<file path="config.mk">
export PLATFORM = sky130hd
export DESIGN_NAME = voice_irq_queue
export DESIGN_NICKNAME = d
export VERILOG_FILES = /design/src/rtl/vq_pkg.sv /design/src/rtl/vq_lowest_pick.sv /design/src/rtl/vq_pending_mask.sv /design/src/rtl/vq_card_status.sv /design/src/rtl/voice_irq_queue.sv
export SDC_FILE = /design/constraint.sdc
export NUM_CORES = 1
export LEC_CHECK = 0
export BUFFER_PORTS_ARGS = -buffer_cell sky130_fd_sc_hd__buf_2
export CAP_MARGIN = 20
export CORE_ASPECT_RATIO = 0.9
export CORE_MARGIN = 1.5
export CORE_UTILIZATION = 28
export CTS_BUF_LIST = sky130_fd_sc_hd__clkbuf_2 sky130_fd_sc_hd__clkbuf_4 sky130_fd_sc_hd__clkbuf_8
export CTS_CLUSTER_SIZE = 25
export DETAILED_ROUTE_END_ITERATION = 6
export SETUP_SLACK_MARGIN = 0.05
export SLEW_MARGIN = 15
export SYNTH_ARGS = -nofsm -noshare
export SYNTH_HDL_FRONTEND = slang
export SYNTH_HIERARCHICAL = 1
export SYNTH_SLANG_ARGS = --single-unit
</file>
<file path="constraint.sdc">
create_clock -name clk -period 4.57 [get_ports clk]
set_clock_uncertainty 0.05 [all_clocks]
set_input_delay 0.914 -clock clk [delete_from_list [all_inputs] [get_ports clk]]
set_output_delay 0.914 -clock clk [all_outputs]
set_load 0.05 [all_outputs]
</file>
<file path="src/rtl/vq_pkg.sv">
package vq_pkg;
    localparam logic [7:0] FN_IRQ_POP   = 8'h8F;
    localparam logic [2:0] TAG_WAVE     = 3'b011;
    localparam logic [2:0] TAG_RAMP     = 3'b100;
    localparam logic [7:0] CODE_IDLE    = 8'hE8;
    localparam int         CODE_VOICE_W = 5;
    localparam int         BIT_WAVE_BUSY = 5;
    localparam int         BIT_RAMP_BUSY = 6;

    typedef enum logic [1:0] {
        SRC_NONE,
        SRC_WAVE,
        SRC_RAMP
    } src_e;
endpackage

</file>
<file path="src/rtl/vq_lowest_pick.sv">
// Finds the lowest set bit of a request vector: index, one-hot and found flag.
module vq_lowest_pick #(
    parameter int N = 31,
    parameter int W = (N > 1) ? $clog2(N) : 1
) (
    input  logic [N-1:0] req,
    output logic         found,
    output logic [W-1:0] idx,
    output logic [N-1:0] onehot
);
    localparam logic [N-1:0] ONE = {{(N-1){1'b0}}, 1'b1};

    always_comb begin
        idx = '0;
        for (int i = N - 1; i >= 0; i--) begin
            if (req[i]) begin
                idx = W'(i);
            end
        end
    end

    assign found  = |req;
    assign onehot = req & (~req + ONE);
endmodule

</file>
<file path="src/rtl/vq_pending_mask.sv">
// One pending-interrupt mask: sets win over clears, flush wins over everything.
module vq_pending_mask #(
    parameter int N = 31
) (
    input  logic         clk,
    input  logic         rst_n,
    input  logic         flush,
    input  logic [N-1:0] set_vec,
    input  logic [N-1:0] clr_vec,
    output logic [N-1:0] mask_o,
    output logic         busy_nx_o
);
    typedef struct packed {
        logic [N-1:0] mask;
    } mask_state_t;

    mask_state_t st_d, st_q;

    always_comb begin
        st_d = st_q;
        if (flush) begin
            st_d.mask = '0;
        end else begin
            st_d.mask = (st_q.mask & ~clr_vec) | set_vec;
        end
    end

    always_ff @(posedge clk or negedge rst_n) begin
        if (!rst_n) begin
            st_q <= '0;
        end else begin
            st_q <= st_d;
        end
    end

    assign mask_o    = st_q.mask;
    assign busy_nx_o = |st_d.mask;

    AST_SET_KEPT: assert property (@(posedge clk) disable iff (!rst_n)
        (!flush && (set_vec != '0)) |=> ((mask_o & $past(set_vec)) == $past(set_vec)))
        else $error("AST_SET_KEPT");

    AST_FLUSH_EMPTY: assert property (@(posedge clk) disable iff (!rst_n)
        flush |=> (mask_o == '0))
        else $error("AST_FLUSH_EMPTY");
endmodule

</file>
<file path="src/rtl/vq_card_status.sv">
// Card-level interrupt status byte and the interrupt line derived from it.
module vq_card_status #(
    parameter int SW        = 8,
    parameter int WAVE_BIT  = 5,
    parameter int RAMP_BIT  = 6
) (
    input  logic          clk,
    input  logic          rst_n,
    input  logic          flush,
    input  logic [SW-1:0] ext_set,
    input  logic [SW-1:0] ext_clr,
    input  logic          wave_busy_nx,
    input  logic          ramp_busy_nx,
    output logic [SW-1:0] stat_o,
    output logic          irq_o
);
    localparam logic [SW-1:0] MIRROR_MASK = (SW'(1) << WAVE_BIT) | (SW'(1) << RAMP_BIT);

    typedef struct packed {
        logic [SW-1:0] other;
        logic [SW-1:0] stat;
        logic          irq;
    } card_state_t;

    card_state_t st_d, st_q;

    always_comb begin
        st_d = st_q;
        if (flush) begin
            st_d.other = '0;
        end else begin
            st_d.other = ((st_q.other & ~ext_clr) | ext_set) & ~MIRROR_MASK;
        end
        st_d.stat           = st_d.other;
        st_d.stat[WAVE_BIT] = wave_busy_nx & !flush;
        st_d.stat[RAMP_BIT] = ramp_busy_nx & !flush;
        st_d.irq            = |st_d.stat;
    end

    always_ff @(posedge clk or negedge rst_n) begin
        if (!rst_n) begin
            st_q <= '0;
        end else begin
            st_q <= st_d;
        end
    end

    assign stat_o = st_q.stat;
    assign irq_o  = st_q.irq;

    AST_IRQ_LEVEL: assert property (@(posedge clk) disable iff (!rst_n)
        irq_o == (stat_o != '0))
        else $error("AST_IRQ_LEVEL");

    AST_IRQ_FALL_ZERO: assert property (@(posedge clk) disable iff (!rst_n)
        $fell(irq_o) |-> (stat_o == '0))
        else $error("AST_IRQ_FALL_ZERO");

    AST_CARD_FLUSH: assert property (@(posedge clk) disable iff (!rst_n)
        flush |=> (stat_o == '0))
        else $error("AST_CARD_FLUSH");
endmodule

</file>
<file path="src/rtl/voice_irq_queue.sv">
// Two pending masks, one strict-priority dequeue per 0x8F select write.
module voice_irq_queue
    import vq_pkg::*;
#(
    parameter int NUM_VOICES = 31,
    parameter int STAT_W     = 8
) (
    input  logic                  clk,
    input  logic                  rst_n,
    input  logic [NUM_VOICES-1:0] voice_wave_evt,
    input  logic [NUM_VOICES-1:0] voice_ramp_evt,
    input  logic                  fsel_wr,
    input  logic [7:0]            fsel_data,
    input  logic                  card_flush,
    input  logic [STAT_W-1:0]     host_stat_set,
    input  logic [STAT_W-1:0]     host_stat_clr,
    output logic [7:0]            irq_code,
    output logic [NUM_VOICES-1:0] wave_ack,
    output logic [NUM_VOICES-1:0] ramp_ack,
    output logic [STAT_W-1:0]     card_irq_stat,
    output logic                  irq_out
);
    localparam int VW = (NUM_VOICES > 1) ? $clog2(NUM_VOICES) : 1;

    typedef struct packed {
        logic [7:0]            code;
        logic [NUM_VOICES-1:0] wack;
        logic [NUM_VOICES-1:0] rack;
    } q_state_t;

    q_state_t st_d, st_q;

    logic [NUM_VOICES-1:0] wave_mask, ramp_mask;
    logic                  wave_busy_nx, ramp_busy_nx;
    logic                  wave_found, ramp_found;
    logic [VW-1:0]         wave_idx, ramp_idx;
    logic [NUM_VOICES-1:0] wave_oh, ramp_oh;
    logic [NUM_VOICES-1:0] wave_take, ramp_take;
    logic                  pop_req;
    src_e                  src;

    vq_lowest_pick #(.N(NUM_VOICES), .W(VW)) u_pick_wave (
        .req    (wave_mask),
        .found  (wave_found),
        .idx    (wave_idx),
        .onehot (wave_oh)
    );

    vq_lowest_pick #(.N(NUM_VOICES), .W(VW)) u_pick_ramp (
        .req    (ramp_mask),
        .found  (ramp_found),
        .idx    (ramp_idx),
        .onehot (ramp_oh)
    );

    always_comb begin
        pop_req = fsel_wr && (fsel_data == FN_IRQ_POP) && !card_flush;
        if (!pop_req) begin
            src = SRC_NONE;
        end else if (wave_found) begin
            src = SRC_WAVE;
        end else if (ramp_found) begin
            src = SRC_RAMP;
        end else begin
            src = SRC_NONE;
        end
        wave_take = (src == SRC_WAVE) ? wave_oh : '0;
        ramp_take = (src == SRC_RAMP) ? ramp_oh : '0;
    end

    vq_pending_mask #(.N(NUM_VOICES)) u_mask_wave (
        .clk       (clk),
        .rst_n     (rst_n),
        .flush     (card_flush),
        .set_vec   (voice_wave_evt),
        .clr_vec   (wave_take),
        .mask_o    (wave_mask),
        .busy_nx_o (wave_busy_nx)
    );

    vq_pending_mask #(.N(NUM_VOICES)) u_mask_ramp (
        .clk       (clk),
        .rst_n     (rst_n),
        .flush     (card_flush),
        .set_vec   (voice_ramp_evt),
        .clr_vec   (ramp_take),
        .mask_o    (ramp_mask),
        .busy_nx_o (ramp_busy_nx)
    );

    vq_card_status #(
        .SW       (STAT_W),
        .WAVE_BIT (BIT_WAVE_BUSY),
        .RAMP_BIT (BIT_RAMP_BUSY)
    ) u_card (
        .clk          (clk),
        .rst_n        (rst_n),
        .flush        (card_flush),
        .ext_set      (host_stat_set),
        .ext_clr      (host_stat_clr),
        .wave_busy_nx (wave_busy_nx),
        .ramp_busy_nx (ramp_busy_nx),
        .stat_o       (card_irq_stat),
        .irq_o        (irq_out)
    );

    always_comb begin
        st_d      = st_q;
        st_d.wack = wave_take;
        st_d.rack = ramp_take;
        if (pop_req) begin
            unique case (src)
                SRC_WAVE: st_d.code = {TAG_WAVE, CODE_VOICE_W'(wave_idx)};
                SRC_RAMP: st_d.code = {TAG_RAMP, CODE_VOICE_W'(ramp_idx)};
                default:  st_d.code = CODE_IDLE;
            endcase
        end
    end

    always_ff @(posedge clk or negedge rst_n) begin
        if (!rst_n) begin
            st_q      <= '0;
            st_q.code <= CODE_IDLE;
        end else begin
            st_q <= st_d;
        end
    end

    assign irq_code = st_q.code;
    assign wave_ack = st_q.wack;
    assign ramp_ack = st_q.rack;

    AST_POP_GATED: assert property (@(posedge clk) disable iff (!rst_n)
        !(fsel_wr && (fsel_data == FN_IRQ_POP)) |=> ($stable(irq_code) && (wave_ack == '0) && (ramp_ack == '0)))
        else $error("AST_POP_GATED");

    AST_WAVE_FIRST: assert property (@(posedge clk) disable iff (!rst_n)
        (fsel_wr && (fsel_data == FN_IRQ_POP) && !card_flush && (wave_mask != '0))
            |=> ((ramp_ack == '0) && $onehot(wave_ack)))
        else $error("AST_WAVE_FIRST");

    AST_ONE_ACK: assert property (@(posedge clk) disable iff (!rst_n)
        $onehot0({wave_ack, ramp_ack}))
        else $error("AST_ONE_ACK");

    AST_WAVE_CODE: assert property (@(posedge clk) disable iff (!rst_n)
        (wave_ack != '0) |-> (irq_code[7:5] == TAG_WAVE))
        else $error("AST_WAVE_CODE");

    AST_RAMP_CODE: assert property (@(posedge clk) disable iff (!rst_n)
        (ramp_ack != '0) |-> (irq_code[7:5] == TAG_RAMP))
        else $error("AST_RAMP_CODE");

    AST_IDLE_CODE: assert property (@(posedge clk) disable iff (!rst_n)
        (fsel_wr && (fsel_data == FN_IRQ_POP) && !card_flush && (wave_mask == '0) && (ramp_mask == '0))
            |=> ((irq_code == CODE_IDLE) && (wave_ack == '0) && (ramp_ack == '0)))
        else $error("AST_IDLE_CODE");

    AST_MIRROR_BITS: assert property (@(posedge clk) disable iff (!rst_n)
        (card_irq_stat[BIT_WAVE_BUSY] == (wave_mask != '0)) &&
        (card_irq_stat[BIT_RAMP_BUSY] == (ramp_mask != '0)))
        else $error("AST_MIRROR_BITS");

    AST_FLUSH_HOLDS_CODE: assert property (@(posedge clk) disable iff (!rst_n)
        card_flush |=> ($stable(irq_code) && (wave_ack == '0) && (ramp_ack == '0)))
        else $error("AST_FLUSH_HOLDS_CODE");
endmodule

</file>
==> results of run 1 <==
==> registers in the layout (all words and copies together), names as in the netlist <==
signal              count
u_card/irq_o            1
u_mask_wave/mask_o     31
u_card/stat_o           7
ramp_ack               31
wave_ack               31
u_card/st_q             1
u_mask_ramp/mask_o     31
irq_code                7
==> critical path: cells and delay by family (launching register included) <==
kind / cells / cell delay, ns
adder cells (fa/ha/maj): 1 / 0.22
buffers and inverters: 1 / 0.21
AO/OA/AOI/OAI: 2 / 0.69
flip-flops: 1 / 0.38
AND/OR/NAND/NOR: 10 / 2.62
==> power groups by stage <==
stage / sequential (mW) / clock (mW) / combinational [mW]
floorplan: 1.37 / 0 / 0.186
global placement: 1.36 / 0 / 0.358
detailed placement: 1.36 / 0 / 0.359
CTS: 1.34 / 1.33 / 0.361
global route: 1.35 / 1.38 / 0.401
finish: 1.34 / 1.29 / 0.364
==> layout by cell type (no fill, tap or decap), drive strengths merged, types with 7 or more instances in the layout <==
cell type	synthesis	final
a21oi	10	10
and2	71	71
and3	16	16
buf	6	216
bufinv	0	7
clkbuf	18	18
dfrtp	137	137
inv	19	21
nand2	17	17
nand2b	8	8
nand3	8	8
nand4	9	9
nor2	36	36
nor2b	76	76
nor3	20	20
nor4	14	14
nor4b	13	13
o21a	68	68
o41ai	33	33
==> final timing paths <==
kind	slack, ns	from	end
max in group asynchronous	3.17	rst_n	u_mask_ramp/mask_o[6]
min in group asynchronous	0.43	rst_n	ramp_ack[20]
max	0.26	u_mask_wave/mask_o[16]	u_card/irq_o
min	0.42	irq_code[7]	irq_code[7]
min reg2reg	0.42	irq_code[7]	irq_code[7]
max reg2reg	0.26	u_mask_wave/mask_o[16]	u_card/irq_o
==> metrics by stage <==
step / setup WS [ns] / cell area [um2] / utilization, % / std cells
after floorplan: 0.403 / 7060 / - / 660
after global placement: 0.0411 / 8620 / 35.2 / 1188
after detailed placement: 0.0119 / 8620 / 35.2 / 1188
after CTS: 0.122 / 9130 / 37.2 / 1220
after global routing: 0.0792 / 9190 / 37.5 / 1220
final: 0.262 / 9190 / 37.5 / 1220
==> cell families (layout without fill, tap and decap cells) <==
| family | count (synthesis) | in the layout | share of synthesized area (%) |
|---|---|---|---|
| AOI/OAI and AO/OA | 144 | 144 | 15.5 |
| adders and majority gates | 2 | 2 | 0.354 |
| buffers and inverters | 43 | 267 | 2.66 |
| DFF | 140 | 140 | 49.7 |
| muxes | 7 | 7 | 1.29 |
| and+or+nand+nor | 324 | 324 | 30.6 |
==> metal layers <==
layer / global-route usage [%] / vias to the layer above
li1: - / 2817
met4: 3.29 / 0
met2: 24.7 / 134
met3: 3.53 / 15
met1: 21.1 / 2796
met5: 0 / -
==> layout make-up <==
type	count	area share [%]
clock buffers	18	2.63
inverters	19	0.776
multi-input cells	477	37.3
repair buffers	216	13.7
clock inverters	14	2.87
flip-flops and latches	140	38.2
well taps	336	4.57
==> timing repair <==
item                                   in CTS  in global routing
setup endpoints to repair                   0                  1
endpoints found under the hold margin       0                  0
setup buffers                               0                  0
gates resized for setup                     0                 10
==> results.py, run 1 <==
metrics = {
    "outcome": {
        "status": "finished, final reports clean",
    },
    "logic_synthesis": {
        "synth_enable_flop_cells": 0,
        "yosys.cell_types.count": 57,
        "postSynthAreaPerCell_um2": 10.7,
        "yosysTopAreaCell": "sky130_fd_sc_hd__dfrtp_1",
        "yosys_register_bits": 140,
        "post_synthesis_sequential_area_ratio_pct": 49.7,
        "syn_inst": 660,
        "netlist_top_cells_area": "sky130_fd_sc_hd__dfrtp_1, sky130_fd_sc_hd__o21a_1, sky130_fd_sc_hd__and2_1, sky130_fd_sc_hd__nor2b_1, sky130_fd_sc_hd__o41ai_1",
        "syn_area_um2": 7060,
        "postSynth.topFlopCell": "sky130_fd_sc_hd__dfrtp_1",
        "dominant_cell_by_count_in_the_synthesized_netlist": "sky130_fd_sc_hd__dfrtp_1",
        "post_synth_most_frequent_cells": "sky130_fd_sc_hd__dfrtp_1, sky130_fd_sc_hd__and2_1, sky130_fd_sc_hd__nor2b_1, sky130_fd_sc_hd__o21a_1, sky130_fd_sc_hd__nor2_1",
        "synthArstFlopShare_pct": 100,
        "synthesis.yosys.warnings": 6,
        "synthDominantCellAreaShare_pct": 48.5,
        "syn_nets": 752,
    },
    "detailed_routing": {
        "post-route-drc-count": 0,
        "met1Wirelength_um": 9350,
        "via_count": 5762,
        "drt-pass1-iter-count": 5,
        "met2RoutedLength_um": 9230,
        "wirelength_um": 19700,
        "avgViaCountPerCell": 4.72,
        "routed-wl-met3_um": 952,
        "routed_wire_length_per_instance_um": 16.2,
        "ant_nets": 0,
        "drt_iter0_drc": 305,
        "routed.top_layer": "met4",
    },
    "sta": {
        "totalNegativeSetupSlack_ns": 0,
        "period_needed_ns": 4.31,
        "tightest_slew_ns": 0.796,
        "relSlewSlack_pct": 46.9,
        "maxClockFrequency_ghz": 0.232,
        "final-setup-viol-count": 0,
        "holdWs_ns": 0.421,
        "ratio_of_final_minimum_period_to_clock_period_pct": 94.3,
        "hold_viol_final": 0,
        "drv_slew": 0,
        "grt_setup_unrepaired": "no",
    },
    "die": {
        "initial_core_util_pct": 28.8,
        "ios": 169,
        "floorplan.die_area_um2": 26200,
        "core_um2": 24500,
        "die_height_um": 154,
        "die_w_um": 170,
        "core.rowCount": 54,
    },
    "final_layout": {
        "area.sequential_um2": 3510,
        "num_antenna_cells": 0,
        "final_layout_size_suffix_gt1_share_pct": 34.4,
        "synthesis_to_layout_area_growth_pct": 30.1,
        "fillers": 2489,
        "multi_input_combinational_cell_area_um2": 3430,
        "num-nets-final": 963,
    },
    "setup_path": {
        "timing.critical_path.to_type": "register",
        "r2r_cells": 14,
        "critical_path.cell_chain": "or4_4, nor3_4, nand4_4, or2_1, and3b_2, ha_1, buf_6, and2_1, nor2b_1, o41ai_1, nand4_1, or4_4, o41ai_2, nand4b_1",
        "worst_path_most_repeated_cell": "sky130_fd_sc_hd__or4_4",
        "crit_slowest_cell": "sky130_fd_sc_hd__or4_4",
        "required_ns": 4.85,
        "worst_setup_path_start_kind": "register",
        "critical_path_arrival_ns": 4.58,
        "critical-path-max-stage-delay_ns": 0.60,
        "timing.critical_path.fanout_max": 21,
        "worst-setup-path-type": "register to register",
    },
    "clock_tree": {
        "worstSkewPairLatency_ns": 0.46,
        "h-tree-depth": 4,
        "tritoncts_clock_tree": "built",
        "cts-root-to-sink-buffers": 2,
        "clock_tree.root_cell": "sky130_fd_sc_hd__clkbuf_8",
        "clk_pin_slew_ns": 0.09,
        "clkSinkCount": 140,
        "cts_hold_repair.buffers": 0,
        "cts_made_buffers": 17,
    },
    "power": {
        "power.leakage_nw": 4.38,
        "power.clock.fraction_pct": 43.2,
        "pwr_density_cell_nw_per_um2": 326,
        "power.share.switching_pct": 26.0,
        "sequentialPowerShare_pct": 44.7,
        "total_power_mw": 2.99,
        "combinational_share_of_power_pct": 12.2,
        "power_switching_uw": 779,
        "p_int_mw": 2.21,
        "irDropWorstVdd_v": 0.000185,
    },
    "placement": {
        "place.port_buffers": 164,
        "hpwlAfterDp_um": 14700,
        "gp_congestion": 0.831,
    },
    "global_route": {
        "number_of_global_route_vias_before_repair": 5757,
        "grt_first_pass_wirelength_um": 31200,
        "grt.total_usage_pct": 15.4,
        "grt_overflow_total": 0,
        "antenna_found_initial": 0,
        "grt_max_degree": 79,
    },
    "job": {
        "max_cap_violations": 0,
    },
    "min_path": {
        "min-delay-path-class": "register to register",
        "timing.hold.worst_path_depth": 2,
    },
}
No activity file was read; power rests on OpenSTA's default activity.
==> run 2: changes to the inputs <==
--- a/config.mk
+++ b/config.mk
@@ -9,7 +9,7 @@
 export CAP_MARGIN = 20
 export CORE_ASPECT_RATIO = 0.9
 export CORE_MARGIN = 1.5
-export CORE_UTILIZATION = 28
+export CORE_UTILIZATION = 40
 export CTS_BUF_LIST = sky130_fd_sc_hd__clkbuf_2 sky130_fd_sc_hd__clkbuf_4 sky130_fd_sc_hd__clkbuf_8
 export CTS_CLUSTER_SIZE = 25
 export DETAILED_ROUTE_END_ITERATION = 6
==> constraint.sdc (replaced) <==
create_clock -name clk -period 5.2 [get_ports clk]
set_clock_uncertainty 0.05 [all_clocks]
set_input_delay 1.04 -clock clk [delete_from_list [all_inputs] [get_ports clk]]
set_output_delay 1.04 -clock clk [all_outputs]
set_load 0.05 [all_outputs]
==> run 2 against run 1 <==
  * Sequential share of layout area up 2.6 points
  * Critical path depth down 1
  * Fmax down 7.3%
  * Critical endpoint unchanged
  * Routed wire length down 6.0%
  * Die area down 29%
  * Critical path type unchanged
  * Power down 21%
  * Setup slack better by 0.29 ns
==> results.py, run 2 (synthesized netlist as in run 1, its figures left out) <==
metrics = {
    "outcome": {
        "status": "finished, final reports clean",
    },
    "placement": {
        "hpwlAfterDp_um": 13800,
        "gp_congestion": 0.846,
        "place.port_buffers": 164,
        "place_ws_ns": 0.144,
        "placement_cell_area_um2": 8200,
        "placedCellCount": 1051,
    },
    "power": {
        "power.clock.fraction_pct": 37.6,
        "sequentialPowerShare_pct": 50.0,
        "pwr_density_cell_nw_per_um2": 275,
        "p_int_mw": 1.71,
        "power_switching_uw": 658,
        "power.share.switching_pct": 27.8,
        "power.leakage_nw": 4.10,
        "irDropWorstVdd_v": 0.000151,
        "combinational_share_of_power_pct": 12.4,
    },
    "detailed_routing": {
        "routed_wire_length_per_instance_um": 17.1,
        "post-route-drc-count": 0,
        "avgViaCountPerCell": 5.31,
        "ant_nets": 0,
        "wirelength_um": 18500,
        "via_count": 5754,
        "drt-pass1-iter-count": 5,
        "drt_iter0_drc": 442,
    },
    "setup_path": {
        "critical_path.cell_chain": "or4_4, nor3_4, nand4_4, or2_1, nand3b_1, ha_1, and2_1, nor2b_4, o41ai_1, nand4_1, or4_1, o41ai_1, nand4b_1",
        "reg2reg_to": "u_card/irq_o",
        "regToRegSetupSlack_ns": 0.55,
        "critical-path-max-stage-delay_ns": 0.65,
        "largest_delay_share_family_worst_path": "simple AND/OR/NAND/NOR gates",
        "critical_path.startpoint": "u_mask_ramp/mask_o[19]",
        "timing.critical_path.to_type": "register",
        "worst_path_most_repeated_cell": "sky130_fd_sc_hd__o41ai_1",
        "worst_setup_path_endpoint": "u_card/irq_o",
        "cp.buffers_inverters": 0,
        "worst-setup-path-type": "register to register",
        "critical_path_arrival_ns": 4.91,
        "required_ns": 5.46,
        "timing.critical_path.fanout_max": 15,
        "crit_slowest_cell": "sky130_fd_sc_hd__or4_1",
        "critical_path_depth": 13,
        "r2r_cells": 13,
        "worst_setup_path_start_kind": "register",
        "reg2reg_from": "u_mask_ramp/mask_o[19]",
    },
    "clock_tree": {
        "cts_hold_repair.buffers": 0,
        "tritoncts_clock_tree": "built",
        "clkSinkCount": 140,
        "post_cts_buffers": 0,
        "cts-root-to-sink-buffers": 2,
        "h-tree-depth": 4,
        "clock_tree.root_cell": "sky130_fd_sc_hd__clkbuf_8",
        "clk_pin_slew_ns": 0.08,
        "post_cts_resize_count": 0,
        "cts_made_buffers": 17,
        "worstSkewPairLatency_ns": 0.45,
    },
    "final_layout": {
        "non_filler_instance_count_after_layout": 1083,
        "layout_commonest_cell": "sky130_fd_sc_hd__buf_2",
        "synthesis_to_layout_area_growth_pct": 21.8,
        "num-nets-final": 927,
        "finalInstanceArea_um2": 8600,
        "final_layout_size_suffix_gt1_share_pct": 30.7,
        "fillers": 1617,
        "multi_input_combinational_cell_area_um2": 3370,
        "highest_count_cells_in_the_layout_ignoring_fill_and_taps": "sky130_fd_sc_hd__buf_2, sky130_fd_sc_hd__dfrtp_1, sky130_fd_sc_hd__and2_1, sky130_fd_sc_hd__o21a_1, sky130_fd_sc_hd__nor2b_1",
        "area.sequential_um2": 3510,
        "num_antenna_cells": 0,
    },
    "global_route": {
        "grt_overflow_total": 0,
        "grt_first_pass_wirelength_um": 30100,
        "grt.total_usage_pct": 21.1,
        "antenna_found_initial": 1,
        "number_of_global_route_vias_before_repair": 5860,
        "grt_max_degree": 107,
    },
    "sta": {
        "hold_viol_final": 0,
        "ratio_of_final_minimum_period_to_clock_period_pct": 89.4,
        "maxClockFrequency_ghz": 0.215,
        "relSlewSlack_pct": 33.4,
        "grt_setup_unrepaired": "no",
        "totalNegativeSetupSlack_ns": 0,
        "period_needed_ns": 4.65,
        "final_worst_setup_slack_ns": 0.552,
        "drv_slew": 0,
        "holdWs_ns": 0.415,
        "final-setup-viol-count": 0,
        "tightest_slew_ns": 0.999,
    },
    "die": {
        "ios": 169,
        "floorplan.die_area_um2": 18500,
        "initial_core_util_pct": 41.4,
        "die_w_um": 143,
        "core_um2": 17100,
        "core.rowCount": 45,
        "die_height_um": 129,
    },
    "min_path": {
        "min-delay-path-class": "register to register",
    },
    "job": {
        "max_cap_violations": 0,
    },
}
==> run 2: changes by cell type in the layout (fill, tap and decap cells not counted), moves of 2 or more <==
cell                         delta
sky130_fd_sc_hd__o41ai_1        +7
sky130_fd_sc_hd__clkinvlp_4     +5
sky130_fd_sc_hd__buf_12         -2
sky130_fd_sc_hd__buf_4         -33
sky130_fd_sc_hd__clkinv_4       -3
sky130_fd_sc_hd__o41ai_2        -7
sky130_fd_sc_hd__bufinv_16      -5
sky130_fd_sc_hd__clkbuf_8       +2
==> run 2: metrics by stage <==
| stage | utilization [%] | total power, mW |
|---|---|---|
| floorplan | - | 1.37 |
| global placement | 48.1 | 1.49 |
| detailed placement | 48.1 | 1.49 |
| CTS | 50.4 | 2.39 |
| global route | 50.4 | 2.48 |
| finish | 50.4 | 2.36 |
==> run 2: layout make-up <==
class	count	share of cell area [%]
inverters	19	0.829
multi-input cells	477	39.2
well taps	235	3.42
repair buffers	180	11.2
clock buffers	19	3.04
flip-flops and latches	140	40.8
clock inverters	13	1.61
==> run 2: worst register-to-register path, delay by kind of cell, from the launching register on <==
kind	cells	cell delay, ns
DFF	1	0.47
adders and majority gates	1	0.51
AOI/OAI and AO/OA	2	0.75
and+or+nand+nor	10	2.74
==> run 2: worst min-delay path by stage <==
stage,from,to,slack [ns],cells after the start
CTS,irq_code[7],irq_code[7],0.42,2
floorplan,irq_code[7],irq_code[7],0.52,2
detailed placement,irq_code[7],irq_code[7],0.40,2
global route,irq_code[7],irq_code[7],0.43,2
global placement,irq_code[7],irq_code[7],0.41,2
finish,irq_code[7],irq_code[7],0.42,2
==> run 2: power by group through the flow <==
stage	clock (mW)	combinational (mW)	sequential, mW
floorplan	0	0.164	1.20
global placement	0	0.288	1.20
global route	0.968	0.325	1.19
CTS	0.918	0.295	1.18
detailed placement	0	0.293	1.20
finish	0.888	0.294	1.18
==> run 2: routing by layer <==
metal	wire [um]	up-vias	track usage, %
met3	1090	15	5.84
met5	13	-	0
met1	8800	2838	29.7
met4	206	2	5.28
li1	-	2738	-
met2	8410	161	32.4
